`config.mk`:
```
export PLATFORM = sky130hd
export DESIGN_NAME = spi_mem_frontend
export DESIGN_NICKNAME = d
export VERILOG_FILES = /design/src/rtl/spi_mem_frontend.sv
export SDC_FILE = /design/constraint.sdc
export NUM_CORES = 1
export LEC_CHECK = 0
export ABC_AREA = 1
export ABC_CLOCK_PERIOD_IN_PS = 1650
export BUFFER_PORTS_ARGS = -buffer_cell sky130_fd_sc_hd__buf_4
export CORE_MARGIN = 5
export CORE_UTILIZATION = 53
export CTS_BUF_LIST = sky130_fd_sc_hd__clkbuf_2 sky130_fd_sc_hd__clkbuf_4 sky130_fd_sc_hd__clkbuf_8
export DETAILED_ROUTE_END_ITERATION = 10
export PLACE_DENSITY = 0.85
export SKIP_CTS_REPAIR_TIMING = 1
export SLEW_MARGIN = 20
export SYNTH_ARGS = -nofsm -noshare
export SYNTH_HDL_FRONTEND = slang
export SYNTH_SLANG_ARGS = --single-unit
```
`constraint.sdc`:
```
create_clock -name clk -period 1.65 [get_ports clk]
set_input_delay 0.0825 -clock clk [delete_from_list [all_inputs] [get_ports clk]]
set_output_delay 0.0825 -clock clk [all_outputs]
set_load 0.05 [all_outputs]
```
`src/rtl/spi_mem_frontend.sv`:
```
module spi_mem_frontend #(
  parameter int ADDR_W = 13,
  parameter int PAGE_W = 5
) (
  input  logic              clk,
  input  logic              rst_n,
  input  logic              sck,
  input  logic              cs_n,
  input  logic              hold_n,
  input  logic              si,
  output logic              so,
  output logic              so_oe,
  output logic              wel_set,
  output logic              wel_clr,
  output logic              wst_req,
  output logic              wr_req,
  output logic [ADDR_W-1:0] wr_addr,
  output logic [7:0]        wr_data,
  output logic [ADDR_W-1:0] mem_addr,
  output logic              mem_rd,
  input  logic [7:0]        mem_rdata,
  input  logic [7:0]        stat_data
);
  typedef enum logic [2:0] {P_OPC, P_ADDR, P_WDAT, P_SDAT, P_OUT, P_IDLE} phase_t;

  logic [1:0] sck_m, cs_m, hold_m, si_m;
  logic sck_q, hold_q, armed, paused, is_rd, out_en;
  phase_t phase;
  logic [3:0] cnt;
  logic [2:0] ocnt;
  logic [ADDR_W-2:0] sh;
  logic [7:0] osh;
  logic [ADDR_W-1:0] addr;

  wire sck_s  = sck_m[1];
  wire cs_s   = cs_m[1];
  wire hold_s = hold_m[1];
  wire si_s   = si_m[1];
  wire active = armed & ~cs_s & ~paused;
  wire rise   = active & sck_s & ~sck_q;
  wire fall   = active & ~sck_s & sck_q;
  wire [ADDR_W-1:0] nxt = {sh, si_s};
  wire [7:0] byte_in = nxt[7:0];

  assign so       = osh[7];
  assign so_oe    = out_en & ~paused & ~cs_s;
  assign mem_addr = addr;
  assign mem_rd   = fall & (phase == P_OUT) & is_rd & (ocnt == 3'd0);

  always_ff @(posedge clk or negedge rst_n) begin
    if (!rst_n) begin
      sck_m <= '0; cs_m <= '0; hold_m <= 2'b11; si_m <= '0;
      sck_q <= 1'b0; hold_q <= 1'b1;
    end else begin
      sck_m <= {sck_m[0], sck};
      cs_m <= {cs_m[0], cs_n};
      hold_m <= {hold_m[0], hold_n};
      si_m <= {si_m[0], si};
      sck_q <= sck_s;
      hold_q <= hold_s;
    end
  end

  always_ff @(posedge clk or negedge rst_n) begin
    if (!rst_n) begin
      armed <= 1'b0; paused <= 1'b0; phase <= P_OPC; cnt <= '0; ocnt <= '0;
      sh <= '0; osh <= '0; addr <= '0; is_rd <= 1'b0; out_en <= 1'b0;
      wel_set <= 1'b0; wel_clr <= 1'b0; wst_req <= 1'b0; wr_req <= 1'b0;
      wr_addr <= '0; wr_data <= '0;
    end else begin
      wel_set <= 1'b0; wel_clr <= 1'b0; wst_req <= 1'b0; wr_req <= 1'b0;
      if (cs_s) begin
        armed <= 1'b1; paused <= 1'b0; phase <= P_OPC;
        cnt <= '0; ocnt <= '0; out_en <= 1'b0;
      end else begin
        if (!paused && hold_q && !hold_s && !sck_s) paused <= 1'b1;
        else if (paused && !hold_q && hold_s && !sck_s) paused <= 1'b0;
        if (rise) begin
          sh <= nxt[ADDR_W-2:0];
          cnt <= cnt + 4'd1;
          case (phase)
            P_OPC: if (cnt == 4'd7) begin
              cnt <= '0;
              case (byte_in)
                8'h06: begin wel_set <= 1'b1; phase <= P_IDLE; end
                8'h04: begin wel_clr <= 1'b1; phase <= P_IDLE; end
                8'h05: begin is_rd <= 1'b0; phase <= P_OUT; end
                8'h01: phase <= P_SDAT;
                8'h03: begin is_rd <= 1'b1; phase <= P_ADDR; end
                8'h02: begin is_rd <= 1'b0; phase <= P_ADDR; end
                default: phase <= P_IDLE;
              endcase
            end
            P_ADDR: if (cnt == 4'd15) begin
              cnt <= '0;
              addr <= nxt;
              phase <= is_rd ? P_OUT : P_WDAT;
            end
            P_WDAT: if (cnt == 4'd7) begin
              cnt <= '0;
              wr_req <= 1'b1;
              wr_addr <= addr;
              wr_data <= byte_in;
              addr <= {addr[ADDR_W-1:PAGE_W], addr[PAGE_W-1:0] + PAGE_W'(1)};
            end
            P_SDAT: if (cnt == 4'd7) begin
              wst_req <= 1'b1;
              wr_data <= byte_in;
              phase <= P_IDLE;
            end
            default: ;
          endcase
        end
        if (fall && phase == P_OUT) begin
          ocnt <= ocnt + 3'd1;
          if (ocnt == 3'd0) begin
            osh <= is_rd ? mem_rdata : stat_data;
            out_en <= 1'b1;
            if (is_rd) addr <= addr + ADDR_W'(1);
          end else begin
            osh <= {osh[6:0], 1'b0};
          end
        end
      end
    end
  end

  a_r1_one_strobe: assert property (@(posedge clk) disable iff (!rst_n)
    $onehot0({wel_set, wel_clr, wst_req, wr_req}));
  a_r4_read_step: assert property (@(posedge clk) disable iff (!rst_n)
    mem_rd |=> mem_addr == $past(mem_addr) + ADDR_W'(1));
  a_r6_page_kept: assert property (@(posedge clk) disable iff (!rst_n)
    wr_req |=> addr[ADDR_W-1:PAGE_W] == $past(wr_addr[ADDR_W-1:PAGE_W]));
  a_r8_deselect_quiet: assert property (@(posedge clk) disable iff (!rst_n)
    cs_s |=> !so_oe);
  a_r9_unarmed_idle: assert property (@(posedge clk) disable iff (!rst_n)
    !armed |=> !wel_set && !wel_clr && !wr_req && !wst_req && !so_oe);
  a_r11_frozen: assert property (@(posedge clk) disable iff (!rst_n)
    paused && $past(paused) |-> $stable(phase) && $stable(cnt) && $stable(ocnt) && $stable(osh));
  a_r12_out_phase: assert property (@(posedge clk) disable iff (!rst_n)
    so_oe |-> phase == P_OUT);
endmodule

```
==> results.md, run 1 <==
* Count of unique library cells instantiated by Yosys at 36
* R2R Path End: mem_addr[1]
* Min Clock Period, post-route at 1.68 ns
* Cell type with the highest occurrence count on the critical path: sky130_fd_sc_hd__inv_2
* Effective utilization at floorplan at 54.2%
* TritonCTS clock tree: done
* Relative contribution of sequential cells to total power at 52.7%
* Crit path max fanout at 7
* Setup Crit Path Kind: reg -> out
* Arrival @ worst endpoint at 1.60 ns
* Final setup violation count at 1
* Number of placed I/O pins at 63
* Std-Cell Core Area at 0.00769 mm²
* Largest clock skew in the final design at 0.0102 ns
* Gr ovfl total at 0
* Worst-path clk slew at 0.08 ns
* Area growth from synthesis to layout at 29.9%
* Path length in cells of the critical path at 7
* End of the worst hold path: osh[7]
* Buf/Inv on CP at 3
* Inst Count DP at 713
* Clock network fraction of design power at 36.4%
* Synth Cell Area at 0.00417 mm²
* Depth of the worst register-to-register path at 11
* Max-slew violation count at 0
* Clock buffer count from CTS at 9
* Total Die Area at 0.00973 mm²
* Number of antenna violations at the first check in global routing at 0
* Class of the tightest hold or removal check: in -> reg
* Total nets after synthesis at 561
* Period utilisation layout at 102%
* Switching Share at 26.8%
* EDFF count, synth at 0
* Cell count after synthesis at 534
* Filler cells at 571
* First-iteration detailed-routing DRC count at 349
* GRT Total Usage at 22.5%
* Routed Antenna Nets at 0
* Fin area at 0.00541 mm²
* PD cells at 753 mW/mm²
* Busiest layer in global routing: met2
* Number of cell rows at 32
* Status: finished, violations left
* Nets at 667
* Global-route wire length before repair at 17900 µm
* Max Clk Rate at 596 MHz
* Reg2reg setup slack at 0 ns
* Die outline height at 98.7 µm
* Critical path endpoint category: output port
* Sinks on the clock net at 82
* Final cell count without fillers at 747
* Setup Total Neg Slack at -0.0277 ns
* Wire per inst at 14.9 µm
* Relative slew margins at 70.4%
* Static leakage power at 2.70 nW
* Synthesis warning total at 0
* Violated checks: setup timing
* Detailed-route via count at 4088
* Insertion delay to the later sink of the worst-skew pair at 0.36 ns
* Max-capacitance violation count at 0
* Met2 Resource Use GR at 36.5%
* Predominant post-synthesis flop cell: sky130_fd_sc_hd__dfrtp_1
* Worst Min Path Start: stat_data[7]
* Data required time of the critical path at 1.57 ns
* Number of global-route vias before repair at 3943
* Buffer cell driving the clock tree root: sky130_fd_sc_hd__clkbuf_8
* Met3 Usage GRT at 5.66%
* Switching Power at 1.09 mW
* First-pass iteration count of the detailed router at 6
* Met1 Track Usage GR at 28.1%
* Maximum vdd ir drop at 640 µV
* Pin count of the biggest net entering global routing at 38
* Hold Path Stages at 3
* Average instance area after synthesis at 7.80 µm²
* Die boundary width at 98.7 µm
* Final estimated routing congestion in global placement at 0.955
* Unrepaired setup endpoints after global routing: true
* Via density per instance at 5.47
* Final setup slack of the worst path at -0.0277 ns
* CP delay by family, top: simple AND/OR/NAND/NOR gates
* Antenna diode count at 0
* Routed wire length at 11100 µm
* Worst-path cell with the longest stage delay: sky130_fd_sc_hd__dfrtp_1
* Dpl ws at 0.0224 ns
* Async set-reset flop share out of synthesis at 100%
* WHS at 0.0202 ns
* Worst-Margin Slew at 0.443 ns
* Number of storage elements in the synthesis netlist at 82
* Startpoint of the worst-slack reg-to-reg timing path: ocnt[1]
* Final Hold Fails at 0
* Post-detail-place hpwl at 7940 µm
* CTS H-Tree Depth at 3
* Portion of the post-synthesis area used by sequential elements at 49.4%
* Number of remaining DRC errors at 0
* Largest stage delay, worst path at 0.39 ns
* I/O Buffers at 62
* Critical-path cell list: inv_2 > ha_4 > inv_2 > nor2_4 > nand2_4 > nor2_8 > buf_8
* Nature of the critical path startpoint: flop
* Logic pwr share at 10.9%
* Internal power at 2.98 mW
* Fraction of final layout cells sized beyond drive strength 1 at 26.5%
* Dpl cell area at 0.00495 mm²
* Number of buffers on the longest clock path at 2
==> logic make-up (layout without fill, tap and decap cells) <==
logic type	count (synthesis)	after routing	share of synthesized area (%)
flops	82	82	49.4
xor+xnor	6	6	1.26
compound gates	93	93	11.9
fa+ha+maj	5	5	1.50
mux	1	1	0.240
simple gates	272	272	28.4
buf+inv	75	186	7.39
==> registers in the layout, indices dropped and copies added (netlist names), 2 cells and up <==
| register | flops |
|---|---|
| sck_m | 2 |
| phase | 3 |
| ocnt | 3 |
| cnt | 4 |
| hold_m | 2 |
| osh | 8 |
| sh | 12 |
| si_m | 2 |
| mem_addr | 13 |
| cs_m | 2 |
| wr_data | 8 |
| wr_addr | 13 |
==> synthesized netlist by cell type, types with 2 or more instances <==
cell type                  number  area (µm²)
sky130_fd_sc_hd__a21oi_1        9        45.0
sky130_fd_sc_hd__nor3_1         5        25.0
sky130_fd_sc_hd__buf_2         10        50.1
sky130_fd_sc_hd__dfrtp_1       79        1980
sky130_fd_sc_hd__nand2_1      153         574
sky130_fd_sc_hd__dfstp_2        3        78.8
sky130_fd_sc_hd__nand4_1        9        56.3
sky130_fd_sc_hd__xnor2_1        2        17.5
sky130_fd_sc_hd__xor2_1         4        35.0
sky130_fd_sc_hd__nor2_2         4        25.0
sky130_fd_sc_hd__o211ai_1       3        22.5
sky130_fd_sc_hd__nand3_2        5        50.1
sky130_fd_sc_hd__inv_2          5        18.8
sky130_fd_sc_hd__clkbuf_1       2        7.51
sky130_fd_sc_hd__o21ai_1        8        40.0
sky130_fd_sc_hd__nand2_2        3        18.8
sky130_fd_sc_hd__o22ai_1        8        50.1
sky130_fd_sc_hd__nor4_1         2        12.5
sky130_fd_sc_hd__nand3_1       36         180
sky130_fd_sc_hd__o21ai_0       60         300
sky130_fd_sc_hd__nor2_1        51         191
sky130_fd_sc_hd__ha_1           5        62.6
sky130_fd_sc_hd__inv_1         55         206
==> worst register-to-register path, cell delays in order, from the launching register on <==
cell,delay [ns]
sky130_fd_sc_hd__dfrtp_1,0.39
sky130_fd_sc_hd__inv_2,0.08
sky130_fd_sc_hd__ha_4,0.13
sky130_fd_sc_hd__inv_2,0.04
sky130_fd_sc_hd__nor2_4,0.14
sky130_fd_sc_hd__nand2_4,0.10
sky130_fd_sc_hd__nor2_8,0.19
sky130_fd_sc_hd__buf_6,0.14
sky130_fd_sc_hd__inv_8,0.04
sky130_fd_sc_hd__or2_1,0.20
sky130_fd_sc_hd__nand2_1,0.06
sky130_fd_sc_hd__inv_1,0.04
==> layout make-up <==
class,count,area (µm²),area share (%)
clock buffers,10,138,2.54
multi-input cells,377,1900,35.0
clock inverters,6,66.3,1.23
well taps,102,128,2.36
inverters,61,239,4.42
repair buffers,109,883,16.3
flip-flops and latches,82,2060,38.1
==> placed cells by master (no fill, tap or decap), types with 4 or more instances in the layout <==
| master | synthesis | routed |
|---|---|---|
| sky130_fd_sc_hd__nor3_1 | 5 | 4 |
| sky130_fd_sc_hd__o22ai_1 | 8 | 8 |
| sky130_fd_sc_hd__clkbuf_8 | 0 | 10 |
| sky130_fd_sc_hd__nand3_1 | 36 | 34 |
| sky130_fd_sc_hd__nor2_2 | 4 | 10 |
| sky130_fd_sc_hd__nor2_1 | 51 | 43 |
| sky130_fd_sc_hd__buf_4 | 1 | 98 |
| sky130_fd_sc_hd__inv_1 | 55 | 51 |
| sky130_fd_sc_hd__nand3_2 | 5 | 5 |
| sky130_fd_sc_hd__nand2_1 | 153 | 153 |
| sky130_fd_sc_hd__nand4_1 | 9 | 9 |
| sky130_fd_sc_hd__xor2_1 | 4 | 4 |
| sky130_fd_sc_hd__a21oi_1 | 9 | 8 |
| sky130_fd_sc_hd__o21ai_0 | 60 | 58 |
| sky130_fd_sc_hd__dfrtp_2 | 0 | 6 |
| sky130_fd_sc_hd__dlygate4sd3_1 | 0 | 5 |
| sky130_fd_sc_hd__o21ai_1 | 8 | 8 |
| sky130_fd_sc_hd__dfrtp_1 | 79 | 73 |
| sky130_fd_sc_hd__inv_2 | 5 | 8 |
==> layer usage <==
layer | part of all wire, % | vias to the layer above
met5 | 0 | -
met4 | 3.3 | 0
met3 | 7.0 | 40
met2 | 48 | 188
met1 | 42 | 1916
li1 | - | 1944
==> power by group through the flow <==
stage / Sequential, mW / Combinational [mW] / Clock, mW
2_1_floorplan: 2.18 / 0.194 / 0
3_3_place_gp: 2.19 / 0.388 / 0
3_5_place_dp: 2.19 / 0.400 / 0
4_1_cts: 2.15 / 0.406 / 1.50
5_1_grt: 2.16 / 0.495 / 1.59
6_report: 2.15 / 0.444 / 1.48
==> worst max path at each step <==
stage           startpoint            to  slack [ns]
4_1_cts            ocnt[0]        mem_rd       -0.16
6_report           ocnt[1]        mem_rd       -0.03
2_1_floorplan  mem_addr[4]  mem_addr[12]        0.03
3_3_place_gp      phase[2]  mem_addr[11]        0.11
5_1_grt             cnt[1]   mem_addr[2]       -0.12
3_5_place_dp        cnt[0]    wr_data[6]        0.02
==> per-stage QoR <==
step	power (mW)	util, %
2_1_floorplan	2.37	-
6_report	4.08	70.4
4_1_cts	4.06	67.0
3_3_place_gp	2.58	64.4
3_5_place_dp	2.59	64.4
5_1_grt	4.25	70.4
Note: power is estimated with default switching activity, not from simulation.
==> run 2: changes to the inputs <==
--- a/config.mk
+++ b/config.mk
@@ -6,13 +6,13 @@
 export NUM_CORES = 1
 export LEC_CHECK = 0
 export ABC_AREA = 1
-export ABC_CLOCK_PERIOD_IN_PS = 1650
+export ABC_CLOCK_PERIOD_IN_PS = 1550
 export BUFFER_PORTS_ARGS = -buffer_cell sky130_fd_sc_hd__buf_4
 export CORE_MARGIN = 5
-export CORE_UTILIZATION = 53
+export CORE_UTILIZATION = 59
 export CTS_BUF_LIST = sky130_fd_sc_hd__clkbuf_2 sky130_fd_sc_hd__clkbuf_4 sky130_fd_sc_hd__clkbuf_8
 export DETAILED_ROUTE_END_ITERATION = 10
-export PLACE_DENSITY = 0.85
+export PLACE_DENSITY = 0.89
 export SKIP_CTS_REPAIR_TIMING = 1
 export SLEW_MARGIN = 20
 export SYNTH_ARGS = -nofsm -noshare
==> constraint.sdc (replaced) <==
create_clock -name clk -period 1.55 [get_ports clk]
set_input_delay 0.0775 -clock clk [delete_from_list [all_inputs] [get_ports clk]]
set_output_delay 0.0775 -clock clk [all_outputs]
set_load 0.05 [all_outputs]
==> run 2 against run 1 <==
The flow still finishes with violations (setup timing); clock skew is 0.00091 ns lower; die area is 9.2% lower; critical path depth is 1 higher; utilization is 12 points higher; register-to-register slack worse by 0.11 ns; sequential power is 7% higher; combinational power is 12% higher; clock power is 7% higher; wire length is 9.2% higher; cell count is 1.2% higher; via count is 4.2% higher; clock-buffer cell count is 1 higher; critical endpoint unchanged; largest cell class unchanged; largest power group unchanged.
==> results.md, run 2 (same netlist as run 1, synthesis figures left out) <==
* Pin count of the biggest net entering global routing at 83 (was 38)
* Final setup violation count at 10 (was 1)
* Post-detail-place hpwl at 8000 µm (was 7940 µm)
* Critical path endpoint category: output port (unchanged)
* Dpl ws at -0.0489 ns (was 0.0224 ns)
* Cell type with the highest occurrence count on the critical path: sky130_fd_sc_hd__inv_2 (unchanged)
* Die boundary width at 94.0 µm (was 98.7 µm)
* Final Hold Fails at 0 (unchanged)
* Largest clock skew in the final design at 0.00925 ns (was 0.0102 ns)
* First-pass iteration count of the detailed router at 5 (was 6)
* Antenna diode count at 0 (unchanged)
* Class of the tightest hold or removal check: in -> reg (unchanged)
* CP delay by family, top: flip-flops (was simple AND/OR/NAND/NOR gates)
* Insertion delay to the later sink of the worst-skew pair at 0.36 ns (about the same)
* Final setup slack of the worst path at -0.155 ns (was -0.0277 ns)
* Buffer cell driving the clock tree root: sky130_fd_sc_hd__clkbuf_8 (unchanged)
* Violated checks: setup timing (unchanged)
* Worst-path cell with the longest stage delay: sky130_fd_sc_hd__dfrtp_1 (unchanged)
* Number of buffers on the longest clock path at 2 (unchanged)
* Nature of the critical path startpoint: flop (unchanged)
* Total Die Area at 0.00884 mm² (was 0.00973 mm²)
* Number of global-route vias before repair at 4050 (was 3943)
* Area growth from synthesis to layout at 34.5% (was 29.9%)
* Gr ovfl total at 0 (unchanged)
* Setup Crit Path Kind: reg -> out (unchanged)
* Die outline height at 94.0 µm (was 98.7 µm)
* Commonest non-fill, non-tap cell in the layout: sky130_fd_sc_hd__nand2_1 (unchanged)
* Nets at 682 (was 667)
* Arrival @ worst endpoint at 1.63 ns (was 1.60 ns)
* Unrepaired setup endpoints after global routing: true (unchanged)
* CTS H-Tree Depth at 3 (unchanged)
* PD cells at 779 mW/mm² (was 753 mW/mm²)
* Routed wire length at 12200 µm (was 11100 µm)
* Status: finished, violations left (unchanged)
* Std-Cell Core Area at 0.00683 mm² (was 0.00769 mm²)
* Max-capacitance violation count at 0 (unchanged)
* GRT Total Usage at 26.5% (was 22.5%)
* Data required time of the critical path at 1.47 ns (was 1.57 ns)
* Total power of the final layout at 4.36 mW (was 4.08 mW)
* Effective utilization at floorplan at 61.0% (was 54.2%)
* Worst-path clk slew at 0.08 ns (about the same)
* First-iteration detailed-routing DRC count at 467 (was 349)
* Max Clk Rate at 587 MHz
* Maximum vdd ir drop at 551 µV (was 640 µV)
* Via density per instance at 5.63 (was 5.47)
* Top library cells by usage in the layout, fill and taps aside: sky130_fd_sc_hd__nand2_1 (148), sky130_fd_sc_hd__buf_4 (107), sky130_fd_sc_hd__dfrtp_1 (70) (was sky130_fd_sc_hd__nand2_1 (153), sky130_fd_sc_hd__buf_4 (98), sky130_fd_sc_hd__dfrtp_1 (73))
* Buf/Inv on CP at 4 (was 3)
* I/O Buffers at 62 (unchanged)
* Number of remaining DRC errors at 0 (unchanged)
* Relative slew margins at 71.6% (was 70.4%)
* Number of antenna violations at the first check in global routing at 0 (unchanged)
* Min Clock Period, post-route at 1.70 ns
* Static leakage power at 2.81 nW (was 2.70 nW)
* Final estimated routing congestion in global placement at 0.891 (was 0.955)
* Period utilisation layout at 110%
* Number of cell rows at 30 (was 32)
* Wire per inst at 16.1 µm (was 14.9 µm)
* Detailed-route via count at 4260 (was 4088)
* Routed Antenna Nets at 0 (unchanged)
* Filler cells at 417 (was 571)
* Number of placed I/O pins at 63 (unchanged)
* Global-route wire length before repair at 18500 µm (was 17900 µm)
* Sinks on the clock net at 82 (unchanged)
* TritonCTS clock tree: done (unchanged)
* Max-slew violation count at 0 (unchanged)
* Setup Total Neg Slack at -0.523 ns (was -0.0277 ns)
* Crit path max fanout at 3 (was 7)
* Clock buffer count from CTS at 9 (unchanged)
* Critical-path cell list: inv_2 > ha_4 > inv_2 > nor2_4 > nand2_4 > nor2_8 > buf_6 > buf_8 (was inv_2 > ha_4 > inv_2 > nor2_4 > nand2_4 > nor2_8 > buf_8)
* Fraction of final layout cells sized beyond drive strength 1 at 30.2% (was 26.5%)
* Largest stage delay, worst path at 0.41 ns (was 0.39 ns)
* Worst-Margin Slew at 0.426 ns (was 0.443 ns)
## run 2: area by class of cell
class,instances,area [µm²],share of cell area (%)
tap,96,120,2.14
inverter,61,239,4.27
timing repair buffer,124,1010,18.0
multi-input combinational,377,1970,35.1
clock buffer,11,145,2.59
sequential,82,2070,36.9
clock inverter,5,53.8,0.961
## run 2: final timing paths
kind                                    from     endpoint  slack, ns  depth (start not counted)
worst max-delay path                 ocnt[0]       mem_rd      -0.15                          8
worst min-delay path            mem_rdata[0]       osh[0]       0.02                          3
worst max register to register       ocnt[0]  mem_addr[1]      -0.11                         11
worst min register to register       cs_m[0]      cs_m[1]       0.35                          0
max in group asynchronous              rst_n       hold_q       0.90                          3
min in group asynchronous              rst_n       cnt[3]       0.29                          3
## run 2: per-stage QoR
step	instances	util, %	hold WS [ns]	cell area, µm²
final	756	82.0	0.0194	5600
after global routing	756	82.0	0.0644	5600
after CTS	738	77.1	-0.241	5270
after detailed placement	722	74.2	0.142	5070
after global placement	722	74.2	0.139	5070
after floorplan	534	-	-0.218	4200
## run 2: worst reg2reg max path, cell delays in order (launching register included)
cell and delay (ns):
sky130_fd_sc_hd__dfrtp_1 0.41, sky130_fd_sc_hd__inv_2 0.09, sky130_fd_sc_hd__ha_4 0.13, sky130_fd_sc_hd__inv_2 0.04, sky130_fd_sc_hd__nor2_4 0.11, sky130_fd_sc_hd__nand2_4 0.10, sky130_fd_sc_hd__nor2_8 0.14, sky130_fd_sc_hd__buf_4 0.16
sky130_fd_sc_hd__inv_4 0.08, sky130_fd_sc_hd__or2_1 0.21, sky130_fd_sc_hd__nand2_1 0.06, sky130_fd_sc_hd__inv_1 0.03
## run 2: power by group
group / switching (mW) / total [mW] / internal, mW / leakage, nW
Sequential: 0.0767 / 2.29 / 2.21 / 1.05
Combinational: 0.307 / 0.499 / 0.191 / 1.66
Clock: 0.775 / 1.58 / 0.801 / 0.106
Total: 1.16 / 4.36 / 3.21 / 2.81
## run 2: layer usage
metal	track usage, %	wire length [µm]	up-vias
met1	33.3	4680	1974
met2	45.4	6040	252
met4	11.2	562	0
met5	0	0	-
li1	-	-	1971
met3	4.17	892	63
